**config.mk**
```make
export PLATFORM = sky130hd
export DESIGN_NAME = inv_alu
export DESIGN_NICKNAME = d
export VERILOG_FILES = /design/src/rtl/inv_alu_pkg.sv /design/src/rtl/alu_operand_prep.sv /design/src/rtl/alu_ripple_adder.sv /design/src/rtl/alu_result_sel.sv /design/src/rtl/inv_alu.sv
export SDC_FILE = /design/constraint.sdc
export NUM_CORES = 1
export LEC_CHECK = 0
export BUFFER_PORTS_ARGS = -buffer_cell sky130_fd_sc_hd__clkbuf_2
export CAP_MARGIN = 5
export CORE_MARGIN = 2
export CORE_UTILIZATION = 55
export DETAILED_ROUTE_END_ITERATION = 8
export GPL_ROUTABILITY_DRIVEN = 1
export GPL_TIMING_DRIVEN = 0
export PLACE_DENSITY_LB_ADDON = 0.25
export SYNTH_ARGS = -nofsm -noshare
export SYNTH_HDL_FRONTEND = slang
export SYNTH_HIERARCHICAL = 1
export SYNTH_SLANG_ARGS = --single-unit
```
**constraint.sdc**
```tcl
create_clock -name vclk -period 28.1
set_input_delay 1.405 -clock vclk [all_inputs]
set_output_delay 1.405 -clock vclk [all_outputs]
set_load 0.01 [all_outputs]
```
**src/rtl/inv_alu_pkg.sv**
```systemverilog
package inv_alu_pkg;

  localparam int OPC_W = 4;

  typedef enum logic [1:0] {
    SEL_AND  = 2'b00,
    SEL_OR   = 2'b01,
    SEL_SUM  = 2'b10,
    SEL_LESS = 2'b11
  } sel_e;

  localparam logic [OPC_W-1:0] OPC_AND  = 4'b0000;
  localparam logic [OPC_W-1:0] OPC_OR   = 4'b0001;
  localparam logic [OPC_W-1:0] OPC_ADD  = 4'b0010;
  localparam logic [OPC_W-1:0] OPC_SUB  = 4'b0110;
  localparam logic [OPC_W-1:0] OPC_SLT  = 4'b0111;
  localparam logic [OPC_W-1:0] OPC_NOR  = 4'b1100;

  function automatic logic opc_supported(input logic [OPC_W-1:0] c);
    logic ok;
    case (c)
      OPC_AND, OPC_OR, OPC_ADD, OPC_SUB, OPC_SLT, OPC_NOR: ok = 1'b1;
      default:                                              ok = 1'b0;
    endcase
    return ok;
  endfunction

endpackage

```
**src/rtl/alu_operand_prep.sv**
```systemverilog
module alu_operand_prep #(
  parameter int W = 32
) (
  input  logic [W-1:0] raw_a,
  input  logic [W-1:0] raw_b,
  input  logic         flip_a,
  input  logic         flip_b,
  output logic [W-1:0] eff_a,
  output logic [W-1:0] eff_b,
  output logic         carry_in
);

  // Complementing B turns the adder into a subtractor; the +1 comes in here.
  always_comb begin
    eff_a    = flip_a ? ~raw_a : raw_a;
    eff_b    = flip_b ? ~raw_b : raw_b;
    carry_in = flip_b;
  end

endmodule

```
**src/rtl/alu_ripple_adder.sv**
```systemverilog
module alu_ripple_adder #(
  parameter int W = 32
) (
  input  logic [W-1:0] add_a,
  input  logic [W-1:0] add_b,
  input  logic         cin,
  output logic [W-1:0] sum,
  output logic         signed_less
);

  localparam int MSB = W - 1;

  logic [W:0] carry;
  logic       ovf;

  assign carry[0] = cin;

  for (genvar i = 0; i < W; i++) begin : g_bit
    assign sum[i]     = add_a[i] ^ add_b[i] ^ carry[i];
    assign carry[i+1] = (add_a[i] & add_b[i]) | (carry[i] & (add_a[i] ^ add_b[i]));
  end

  // Signed overflow when carry into and out of the sign bit differ.
  assign ovf         = carry[W] ^ carry[MSB];
  assign signed_less = sum[MSB] ^ ovf;

endmodule

```
**src/rtl/alu_result_sel.sv**
```systemverilog
module alu_result_sel
  import inv_alu_pkg::*;
#(
  parameter int W = 32
) (
  input  logic [W-1:0] eff_a,
  input  logic [W-1:0] eff_b,
  input  logic [W-1:0] sum,
  input  logic         less,
  input  sel_e         sel,
  input  logic         legal,
  output logic [W-1:0] res
);

  logic [W-1:0] pick;

  always_comb begin
    case (sel)
      SEL_AND:  pick = eff_a & eff_b;
      SEL_OR:   pick = eff_a | eff_b;
      SEL_SUM:  pick = sum;
      default:  pick = {{(W-1){1'b0}}, less};
    endcase
    res = legal ? pick : '0;
  end

endmodule

```
**src/rtl/inv_alu.sv**
```systemverilog
module inv_alu
  import inv_alu_pkg::*;
#(
  parameter int W = 32
) (
  input  logic [OPC_W-1:0] op_code,
  input  logic [W-1:0]     opnd_a,
  input  logic [W-1:0]     opnd_b,
  output logic [W-1:0]     result,
  output logic             zero
);

  logic [W-1:0] a_eff;
  logic [W-1:0] b_eff;
  logic         cin;
  logic [W-1:0] sum;
  logic         less;
  logic         legal;
  sel_e         sel;

  assign legal = opc_supported(op_code);
  assign sel   = sel_e'(op_code[1:0]);

  alu_operand_prep #(.W(W)) u_prep (
    .raw_a    (opnd_a),
    .raw_b    (opnd_b),
    .flip_a   (op_code[3]),
    .flip_b   (op_code[2]),
    .eff_a    (a_eff),
    .eff_b    (b_eff),
    .carry_in (cin)
  );

  alu_ripple_adder #(.W(W)) u_add (
    .add_a       (a_eff),
    .add_b       (b_eff),
    .cin         (cin),
    .sum         (sum),
    .signed_less (less)
  );

  alu_result_sel #(.W(W)) u_sel (
    .eff_a (a_eff),
    .eff_b (b_eff),
    .sum   (sum),
    .less  (less),
    .sel   (sel),
    .legal (legal),
    .res   (result)
  );

  assign zero = ~|result;

  always_comb begin
    if (op_code == OPC_AND) begin

      and_func_chk: assert (result == (opnd_a & opnd_b)) else $error("AND mismatch");
    end
    if (op_code == OPC_OR) begin

      or_func_chk: assert (result == (opnd_a | opnd_b)) else $error("OR mismatch");
    end
    if (op_code == OPC_ADD) begin

      add_func_chk: assert (result - opnd_b == opnd_a) else $error("sum mismatch");
    end
    if (op_code == OPC_SUB) begin

      sub_func_chk: assert (result + opnd_b == opnd_a) else $error("difference mismatch");

      eq_zero_chk: assert ((opnd_a == opnd_b) == zero) else $error("equality flag mismatch");
    end
    if (op_code == OPC_SLT) begin

      slt_func_chk: assert (result == {{(W-1){1'b0}}, ($signed(opnd_a) < $signed(opnd_b))})
        else $error("less-than mismatch");
    end
    if (op_code == OPC_NOR) begin

      nor_func_chk: assert (result == ~(opnd_a | opnd_b)) else $error("NOR mismatch");
    end
    if (!opc_supported(op_code)) begin

      unknown_op_chk: assert (result == '0 && zero) else $error("unsupported code leaked");
    end
  end

endmodule

```
==> out/results.tsv, run 1 <==
metric	value	unit
vias in the first global route	2008	
Sequential Power Share	0	
IO Pins	101	
Antenna Cells	0	
worst hold path class	in2out	
Die ar.	4700	um2
crit path kind	in2out	
register area	0	um2
# fillers	337	
power per cell area	25.8	nW/um2
Detailed Route Iter0 Violations	82	
power share of the clock group	0	
Final ANT Viol Nets	0	
chip width	68.6	um
Net Sw Frac	0.530	
core outline area	4000	um2
Setup crit start kind	primary input	
share of layout cells above drive strength 1	0.476	
most common cell in the netlist	xor2_1	
gpl congestion	0.809	
Crit path arrival time	15.86	ns
cts hold-fix bufs	0	
CP bufs+invs	6	
Synth top cells by count	xor2_1 (64), fa_1 (33), a32o_1 (31)	
Tmin final	17.27	ns
dpl cells	363	
Comb pwr share	1.000	
buffer count from post-CTS setup fixing	0	
internal power	34.7	uW
Slew Limit Fails	0	
DR vias	2055	
Most common cell on crit path	fa_1	
dpl hpwl	4.68	mm
Slew @ Worst Pin	0.477	ns
initial antenna violation count	0	
yosys warns	6	
multi-input logic area	2020	um2
DRC Markers	0	
maximum VDD drop	0.0131	mV
first-pass GRT wire length	8.96	mm
All-Layer GR Usage	0.244	
leakage	0.00133	uW
Seq Cell Count	0	
Avg Cell Area, Syn	10.8	um2
Critical Path RT	26.69	ns
post-synth top area share	0.288	
Die H	68.6	um
WL/cell	15.4	um
Syn Nets	313	
# rows	23	
status	complete, no violations	
crit path capture type	output port	
drt pass-1 iters	4	
Final Non-Filler Cells	363	
Final #Nets	416	
f_max	57.9	MHz
CP max stage delay	0.45	ns
Cell variety after synth	23	
crit share post-route	0.615	
setup TNS	0	ns
Switch Pwr	39.1	uW
RSZ-0062 raised after global routing	no	
hold path depth	3	
Vias per Instance	5.66	
leading area contributor after synthesis	fa_1	
worst-path fanout max	10	
# clk buffers	0	
input/output buffers	101	
WL final	5.61	mm
Slew headroom	0.682	
Final Hold Viols	0	
sequential fraction of the synthesis area	0	
final setup vio count	0	
WHS	3.21	ns
post-CTS sizing	0	
max-cap viol count	0	
mapped cell area	2290	um2
Critical-path top delay cell	fa_1	
Final Util	0.715	
total power	73.8	uW
largest cells by area after synthesis	fa_1 (29%), xor2_1 (24%), maj3_2 (14%), a32o_1 (14%), buf_12 (5.2%)	
grt ovf	0	
Starting Density	0.573	
Area growth, synth to finish	24.8	%
WP depth	43	
pin count of the biggest net entering global routing	11	
cells after synthesis	212	
crit-path leading delay family	adder cells	
## cell usage in the layout, fill, tap and decap left out, types with 3 or more instances in the layout
cell type	synthesis	final
inv_1	9	9
fa_1	33	33
maj3_1	3	3
buf_6	6	6
xor2_1	64	64
nor4_1	7	7
a32o_1	31	31
clkbuf_1	4	4
clkbuf_2	0	101
buf_12	6	6
maj3_2	28	28
buf_2	6	6
## power groups by stage
stage / combinational [uW] / clock [uW] / sequential, uW
after floorplan: 51.9 / 0 / 0
after global placement: 70.8 / 0 / 0
after detailed placement: 74.1 / 0 / 0
after CTS: 74.2 / 0 / 0
after global routing: 82.4 / 0 / 0
final: 73.8 / 0 / 0
## per-layer routing
layer	global-route usage	vias up	routed length, um
met5	0	-	0
met4	0.0325	0	42
met3	0.0162	6	326
met2	0.451	69	3000
met1	0.317	1009	2240
li1	-	971	-
## cell families after synthesis
| logic type | after synthesis | synth area share |
|---|---|---|
| compound gates | 35 | 0.147 |
| mux | 2 | 0.00873 |
| buf+inv | 32 | 0.120 |
| fa+ha+maj | 64 | 0.439 |
| xor+xnor | 64 | 0.245 |
| simple gates | 15 | 0.0409 |
## area by class of cell
cell class,count,area share
multi-input combinational,180,0.706
timing repair buffer,101,0.177
buffer,23,0.0840
tap,50,0.0219
inverter,9,0.0118
## through the flow
| step | worst slack (ns) | area (um2) |
|---|---|---|
| finish | 10.83 | 2860 |
| global route | 10.35 | 2860 |
| detailed placement | 10.96 | 2860 |
| floorplan | 12.01 | 2290 |
| CTS | 10.87 | 2860 |
| global placement | 11.09 | 2860 |
## final timing paths
kind | startpoint | end | slack, ns
setup / recovery | op_code[2] | zero | 10.83
hold / removal | op_code[1] | result[0] | 3.21
Note: power is estimated with default switching activity, not from simulation.
==> inputs of run 2 (changes only) <==
Settings changed: ABC_AREA set to 1, CORE_UTILIZATION 55 to 56.
Clock period 28.1 ns to 17.4 ns, I/O delays scaled along.
==> out/results.tsv, run 2 <==
metric	value	unit	change
status	complete, no violations		
cells after synthesis	725		+240%
RSZ-0062 raised after global routing	no		
share of layout cells above drive strength 1	0.183		-0.293
crit path capture type	output port		
Crit path arrival time	15.16	ns	-0.70 ns
initial antenna violation count	0		unchanged
Die ar.	7050	um2	+50%
Sequential Power Share	0		unchanged
cts hold-fix bufs	0		unchanged
# clk buffers	0		unchanged
Final ANT Viol Nets	0		unchanged
power share of the clock group	0		unchanged
Avg Cell Area, Syn	4.94	um2	-54%
core outline area	6280	um2	+57%
Cell variety after synth	18		-22%
Slew Limit Fails	0		unchanged
CP max stage delay	0.45	ns	about the same
Starting Density	0.570		-0.00258
chip width	84.0	um	+22%
final setup vio count	0		unchanged
power per cell area	30.9	nW/um2	+20%
Synth top cells by count	nand2_1 (348), inv_1 (200), nand3_1 (63)		
worst hold path class	in2out		
Seq Cell Count	0		unchanged
commonest non-fill, non-tap cells in the layout	nand2_1 (348), inv_1 (200), clkbuf_2 (101)		
first-pass GRT wire length	15.9	mm	+78%
largest cells by area after synthesis	nand2_1 (36%), inv_1 (21%), fa_1 (18%), nand3_1 (8.8%), buf_6 (3.1%)		
Setup crit start kind	primary input		
Critical-path top delay cell	fa_1		
# fillers	666		+98%
most common cell after layout, fill and taps aside	nand2_1		
setup TNS	0	ns	unchanged
Most common cell on crit path	fa_1		
worst slack, placed	1.42	ns	-9.54 ns
f_max	62.4	MHz	
post-synth top area share	0.365		+0.0766
Tmin final	16.03	ns	
drt pass-1 iters	5		+1
Area growth, synth to finish	16.8	%	
final setup margin	1.37	ns	-9.47 ns
sequential fraction of the synthesis area	0		unchanged
leakage	0.00321	uW	+140%
All-Layer GR Usage	0.264		+0.0204
Critical Path RT	16.53	ns	-10.16 ns
pin count of the biggest net entering global routing	11		unchanged
dpl hpwl	7.60	mm	+62%
Switch Pwr	77.8	uW	+99%
Net Sw Frac	0.602		+0.0726
Syn Nets	826		+160%
Comb pwr share	1.000		about the same
WL final	9.30	mm	+66%
worst-path fanout max	10		unchanged
Vias per Instance	4.65		-18%
input/output buffers	101		unchanged
register area	0	um2	unchanged
Antenna Cells	0		unchanged
IO Pins	101		unchanged
crit path kind	in2out		
Final #Nets	929		+120%
DRC Markers	0		unchanged
Final Util	0.666		-0.0487
internal power	51.4	uW	+48%
post-CTS sizing	0		unchanged
Slew @ Worst Pin	0.506	ns	+0.0289 ns
vias in the first global route	3877		+93%
buffer count from post-CTS setup fixing	0		unchanged
# rows	29		+26%
max-cap viol count	0		unchanged
Final Hold Viols	0		unchanged
DR vias	4202		+100%
Slew headroom	0.663		-0.0193
mapped cell area	3580	um2	+56%
crit share post-route	0.922		
Detailed Route Iter0 Violations	230		+180%
yosys warns	6		unchanged
grt ovf	0		unchanged
leading area contributor after synthesis	nand2_1		
most common cell in the netlist	nand2_1		
maximum VDD drop	0.0167	mV	+28%
WL/cell	10.3	um	-33%
gpl congestion	0.825		+2.0%
Die H	84.0	um	+22%
-- run 2: cell types whose count changed after synthesis, moves of 28 or more --
| cell | before | now |
|---|---|---|
| maj3_2 | 28 | 0 |
| nand2_1 | 2 | 348 |
| xor2_1 | 64 | 0 |
| inv_1 | 9 | 200 |
| nand3_1 | 0 | 63 |
| a32o_1 | 31 | 0 |
-- run 2: stage by stage --
stage / hold slack (ns) / total power, uW / area, um2 / cells
finish: 2.31 / 129 / 4180 / 903
global placement: 2.30 / 123 / 4180 / 903
CTS: 2.31 / 130 / 4180 / 903
floorplan: 1.98 / 91.8 / 3580 / 725
detailed placement: 2.30 / 129 / 4180 / 903
global route: 2.39 / 149 / 4180 / 903
-- run 2: worst paths after layout --
check | startpoint | end | cells past startpoint
setup / recovery | op_code[2] | zero | 50
hold / removal | op_code[3] | result[31] | 6
-- run 2: area by class of cell --
class                           count  area [um2]  area share
Buffer                             31         278      0.0664
Inverter                          203         777       0.186
Multi-Input combinational cell    491        2530       0.604
Tap cell                           77        96.3      0.0230
Timing Repair Buffer              101         505       0.121
-- run 2: power groups by stage --
stage	clock network, uW	registers (uW)	logic, uW
4_1_cts	0	0	130
3_5_place_dp	0	0	129
6_report	0	0	129
5_1_grt	0	0	149
2_1_floorplan	0	0	91.8
3_3_place_gp	0	0	123
-- run 2: routing by layer --
layer,global-route usage,up-vias,share of wire
met5,0,-,0
li1,-,2225,-
met4,0.0337,0,0.0043
met1,0.334,1847,0.43
met3,0.0168,6,0.048
met2,0.502,124,0.52
-- run 2: kinds of logic (layout without fill, tap and decap cells) --
group,Yosys count,count (layout),synth area share
simple gates,455,455,0.515
buf+inv,234,335,0.295
fa+ha+maj,33,33,0.184
compound gates,2,2,0.00349
xor+xnor,1,1,0.00245
-- run 2: worst max-delay path: cells and delay by family --
kind / cells / cell delay, ns
adders and majority gates: 32 / 12.63
buffers and inverters: 8 / 0.83
and+or+nand+nor: 10 / 0.82
